$ cat src/rtl/blink_panel.sv
module blink_panel #(
  parameter int CNT_W     = 8,
  parameter int PHASE_W   = 3,
  parameter int ON_PHASES = 5
) (
  input  logic       clk,
  input  logic       rst,
  input  logic       tick_en,
  input  logic       logic_rst,
  input  logic [3:0] ctrl,
  output logic       lamp_trig,
  output logic       lamp_err,
  output logic       lamp_pend
);

  localparam int PH_LO = CNT_W - PHASE_W;

  logic [CNT_W-1:0]   cnt;
  logic [PHASE_W-1:0] phase;
  logic               blink;
  logic               trig_d;

  assign phase  = cnt[CNT_W-1:PH_LO];
  assign blink  = (int'(phase) < ON_PHASES) && !logic_rst;
  assign trig_d = ctrl[3] && !logic_rst && (ctrl[2] ? blink : 1'b1);

  always_ff @(posedge clk) begin
    if (rst)          cnt <= '0;
    else if (tick_en) cnt <= cnt + 1'b1;
  end

  always_ff @(posedge clk) begin
    if (rst) begin
      lamp_trig <= 1'b0;
      lamp_err  <= 1'b0;
      lamp_pend <= 1'b0;
    end else begin
      lamp_trig <= trig_d;
      lamp_err  <= ctrl[1] && blink;
      lamp_pend <= ctrl[0] && blink;
    end
  end

  p_cnt_hold_r1: assert property (@(posedge clk) disable iff (rst)
    !tick_en |=> $stable(cnt));

  p_err_pend_agree_r2: assert property (@(posedge clk) disable iff (rst)
    (ctrl[1] && ctrl[0]) |=> (lamp_err == lamp_pend));

  p_trig_steady_r3: assert property (@(posedge clk) disable iff (rst)
    (ctrl[3] && !ctrl[2] && !logic_rst) |=> lamp_trig);

  p_err_dark_r4: assert property (@(posedge clk) disable iff (rst)
    !ctrl[1] |=> !lamp_err);

  p_pend_dark_r5: assert property (@(posedge clk) disable iff (rst)
    !ctrl[0] |=> !lamp_pend);

  p_blank_r6: assert property (@(posedge clk) disable iff (rst)
    logic_rst |=> !(lamp_trig || lamp_err || lamp_pend));

  p_reset_dark_r7: assert property (@(posedge clk)
    rst |=> (!lamp_trig && !lamp_err && !lamp_pend && cnt == '0));

endmodule

$ cat config.mk
export PLATFORM = sky130hd
export DESIGN_NAME = blink_panel
export DESIGN_NICKNAME = d
export VERILOG_FILES = /design/src/rtl/blink_panel.sv
export SDC_FILE = /design/constraint.sdc
export NUM_CORES = 1
export LEC_CHECK = 0
export BUFFER_PORTS_ARGS = -buffer_cell sky130_fd_sc_hd__buf_2
export CAP_MARGIN = 20
export CORE_ASPECT_RATIO = 1.1
export CORE_MARGIN = 5
export CORE_UTILIZATION = 25
export CTS_BUF_LIST = sky130_fd_sc_hd__clkbuf_4
export DETAILED_ROUTE_END_ITERATION = 7
export GPL_TIMING_DRIVEN = 0
export HOLD_SLACK_MARGIN = 0.08
export MAX_ROUTING_LAYER = met4
export PLACE_DENSITY_LB_ADDON = 0.3
export SETUP_SLACK_MARGIN = 0.1
export SLEW_MARGIN = 20
export SYNTH_ARGS = -nofsm -noshare
export SYNTH_HDL_FRONTEND = slang
export SYNTH_SLANG_ARGS = --single-unit
$ cat constraint.sdc
create_clock -name clk -period 2.5 [get_ports clk]
set_input_delay 0 -clock clk [delete_from_list [all_inputs] [get_ports clk]]
set_output_delay 0 -clock clk [all_outputs]
set_load 0.05 [all_outputs]
==> metrics.log <==
[metrics] result of the run: completed
[metrics] placement-stage worst setup slack: 1270 ps
[metrics] kind of critical path: reg2reg
[metrics] placer's final routability congestion estimate: 0.699
[metrics] ANT nets after route: 0
[metrics] count of fill cells added during filler insertion: 167
[metrics] unrepaired setup endpoints after global routing: no
[metrics] aggregate routed wire length: 807 um
[metrics] combined global-route utilization of all metal layers: 7.20%
[metrics] fin nets: 75
[metrics] end of the worst register-to-register path: lamp_trig$_SDFF_PP0_
[metrics] Period minus WS final: 1430 ps
[metrics] vias in the first global route: 346
[metrics] H-Tree Level Count: 1
[metrics] number of library cell types mapped by synthesis: 18
[metrics] async set-or-reset flop fraction in the synthesized netlist: 0%
[metrics] starting density of the core: 26.9%
[metrics] signal arrival time at the worst endpoint: 1570 ps
[metrics] routed len/inst: 9.84 um
[metrics] Post-synth EDFFs: 0
[metrics] launch point of the worst path: cnt[5]$_SDFFE_PP0P_
[metrics] netlist area before placement: 434 um^2
[metrics] number of DRC markers after the initial detailed-route iteration: 4
[metrics] number of buffers inserted during clock tree synthesis: 3
[metrics] largest fanout of any net on the critical path: 5
[metrics] number of synthesized register bits: 11
[metrics] Least-Margin Pin Slew: 376 ps
[metrics] leakage: 0.273 nW
[metrics] depth of the most critical reg-to-reg path: 3
[metrics] global-route wire length before repair: 1380 um
[metrics] clock slew seen by the registers of the worst setup and hold paths: 60 ps
[metrics] class of the most critical hold timing path: in2reg
[metrics] top post-synthesis cells by area: sky130_fd_sc_hd__dfxtp_1, sky130_fd_sc_hd__xor2_1, sky130_fd_sc_hd__nor2_1, sky130_fd_sc_hd__o21ai_0, sky130_fd_sc_hd__or3_1
[metrics] source-to-sink clock delay at the later pin of the worst-skew pair: 250 ps
[metrics] Die Height: 53.7 um
[metrics] total number of clock tree sinks: 11
[metrics] proportion of synthesized chip area in sequential cells: 50.7%
[metrics] register cell area after layout: 220 um^2
[metrics] DRC viols: 0
[metrics] via count normalized by instance count: 4.55
[metrics] core area: 0.00161 mm^2
[metrics] number of violations of the max-capacitance limit: 0
[metrics] via count: 373
[metrics] register-to-register setup slack: 1070 ps
[metrics] peak clock frequency supported by timing: 699 MHz
[metrics] DIE WIDTH: 49.7 um
[metrics] CP Launch Type: flop
[metrics] area taken by multi-input logic gates: 199 um^2
[metrics] layout cell share with drive strength beyond 1: 21.5%
[metrics] Max clock buf depth: 2
[metrics] Total Neg Setup Slack: 0 ps
[metrics] clock root buffer master: sky130_fd_sc_hd__clkbuf_4
[metrics] Row Count: 15
[metrics] Avg Cell Area, Syn: 9.44 um^2
[metrics] Pre-Repair DR Iteration Count: 4
[metrics] number of antenna violations at the first check in global routing: 0
[metrics] Reg-to-Reg Start: cnt[5]$_SDFFE_PP0P_
[metrics] required time at the endpoint of the critical path: 2640 ps
[metrics] quantity of I/O buffers inserted on ports: 8
[metrics] buffer count from post-CTS setup fixing: 0
[metrics] skew final: 0.324 ps
[metrics] Setup-failing EPs final: 0
[metrics] total count of hold-check failures in the final report: 0
[metrics] worst voltage drop across the vdd grid: 0.216 mV
[metrics] final cycle utilization of the critical path: 57.2%
[metrics] proportion of netlist area held by the largest area contributor: 50.7%
[metrics] cell count after synthesis: 46
[metrics] total count of max-transition violations in the final report: 0
[metrics] area growth from synthesis to layout: 37.2%
[metrics] maximum number of pins on one net before global-route repair: 10
[metrics] nature of the critical path endpoint: flop
[metrics] YS warnings: 0
[metrics] Slew HR: 74.9%
[metrics] detailed placer's ending HPWL: 539 um
[metrics] net count after synthesis: 55
[metrics] CTS tree: done
[metrics] floorplan die area: 0.00267 mm^2
[metrics] Power Density: 578 mW/mm^2
[metrics] n_diodes: 0
[metrics] total I/O pin count: 11
[metrics] cell taking the most area after synthesis: sky130_fd_sc_hd__dfxtp_1
[metrics] end of the critical path: lamp_trig$_SDFF_PP0_
[metrics] post-layout worst setup margin: 1070 ps
[metrics] total gr overflow: 0
[metrics] leading register cell type out of synthesis: sky130_fd_sc_hd__dfxtp_1
## area by class of cell
class / count / share of cell area, %
sequential: 11 / 37.0
clock buffer: 4 / 5.04
multi-input combinational: 32 / 33.4
inverter: 1 / 0.630
tap: 17 / 3.57
buffer: 2 / 1.89
timing repair buffer: 15 / 18.5
## cells in the final DEF, fill, tap and decap left out, types with 2 or more instances in the layout
cell,instances
sky130_fd_sc_hd__a21oi_1,3
sky130_fd_sc_hd__and3_1,2
sky130_fd_sc_hd__buf_2,8
sky130_fd_sc_hd__clkbuf_4,4
sky130_fd_sc_hd__dfxtp_1,11
sky130_fd_sc_hd__dlygate4sd3_1,7
sky130_fd_sc_hd__nand2_1,2
sky130_fd_sc_hd__nand3_1,2
sky130_fd_sc_hd__nand4_1,2
sky130_fd_sc_hd__nor2_1,6
sky130_fd_sc_hd__o21ai_0,4
sky130_fd_sc_hd__or3_1,3
sky130_fd_sc_hd__xor2_1,3
## per-layer routing
| metal | GRT usage (%) | wire length (um) | up-vias |
|---|---|---|---|
| li1 | - | - | 199 |
| met1 | 6.13 | 311 | 168 |
| met2 | 13.8 | 451 | 4 |
| met3 | 1.66 | 21 | 2 |
| met4 | 5.24 | 22 | 0 |
| met5 | - | 0 | - |
## logic make-up (layout without fill, tap and decap cells)
kind of cell	Yosys count	after routing	synth area share, %
AO/OA/AOI/OAI	8	8	10.4
AND/OR/NAND/NOR	18	18	22.2
multiplexers	1	1	2.31
adder cells (fa/ha/maj)	1	1	2.88
buffers and inverters	3	22	3.46
XOR/XNOR	4	4	8.07
flip-flops	11	11	50.7
## synth_stat cells, types with 2 or more instances
cell type / n
sky130_fd_sc_hd__xor2_1: 3
sky130_fd_sc_hd__nand2_1: 2
sky130_fd_sc_hd__and3_1: 2
sky130_fd_sc_hd__a21oi_1: 3
sky130_fd_sc_hd__dfxtp_1: 11
sky130_fd_sc_hd__o21ai_0: 4
sky130_fd_sc_hd__nand3_1: 2
sky130_fd_sc_hd__or3_1: 3
sky130_fd_sc_hd__nand4_1: 2
sky130_fd_sc_hd__nor2_1: 6
## power breakdown
part / switching, W / leakage [nW] / internal [W]
sequential: 0.00000385 / 0.0895 / 0.000181
clock: 0.0000520 / 0.0184 / 0.0000724
combinational: 0.0000176 / 0.165 / 0.0000178
## stage by stage
stage	hold slack (ps)	utilization [%]	area [um^2]	total power, W	cells
final	93.6	36.9	596	0.000344	82
after CTS	107	36.9	596	0.000349	82
after detailed placement	227	30.7	495	0.000216	71
after floorplan	133	-	434	0.000208	46
after global routing	120	36.9	596	0.000367	82
after global placement	227	30.7	495	0.000216	71
## state kept, by name, indices dropped and copies added, names as in the netlist
register	count
lamp_pend	1
cnt	8
lamp_err	1
lamp_trig	1
## critical path, stage by stage (launching register included)
cell,delay (ps)
sky130_fd_sc_hd__dfxtp_1,380
sky130_fd_sc_hd__o21ai_0,150
sky130_fd_sc_hd__o211a_1,240
sky130_fd_sc_hd__dlygate4sd3_1,550
## what timing repair did
| action | 4_1_cts | 5_1_grt |
|---|---|---|
| gates resized for setup | 0 | 0 |
| hold buffers | 7 | 0 |
| endpoints found under the hold margin | 5 | 0 |
## worst min-delay path by stage
stage               slack, ps                   end     from  depth (start not counted)
floorplan                 130  lamp_trig$_SDFF_PP0_  ctrl[3]                          1
global placement          230   lamp_err$_SDFF_PP0_  ctrl[1]                          2
detailed placement        230   lamp_err$_SDFF_PP0_  ctrl[1]                          2
CTS                       110   cnt[3]$_SDFFE_PP0P_      rst                          2
global route              120   cnt[1]$_SDFFE_PP0P_      rst                          2
finish                     90   cnt[3]$_SDFFE_PP0P_      rst                          2
(Power assumes the default switching activity.)
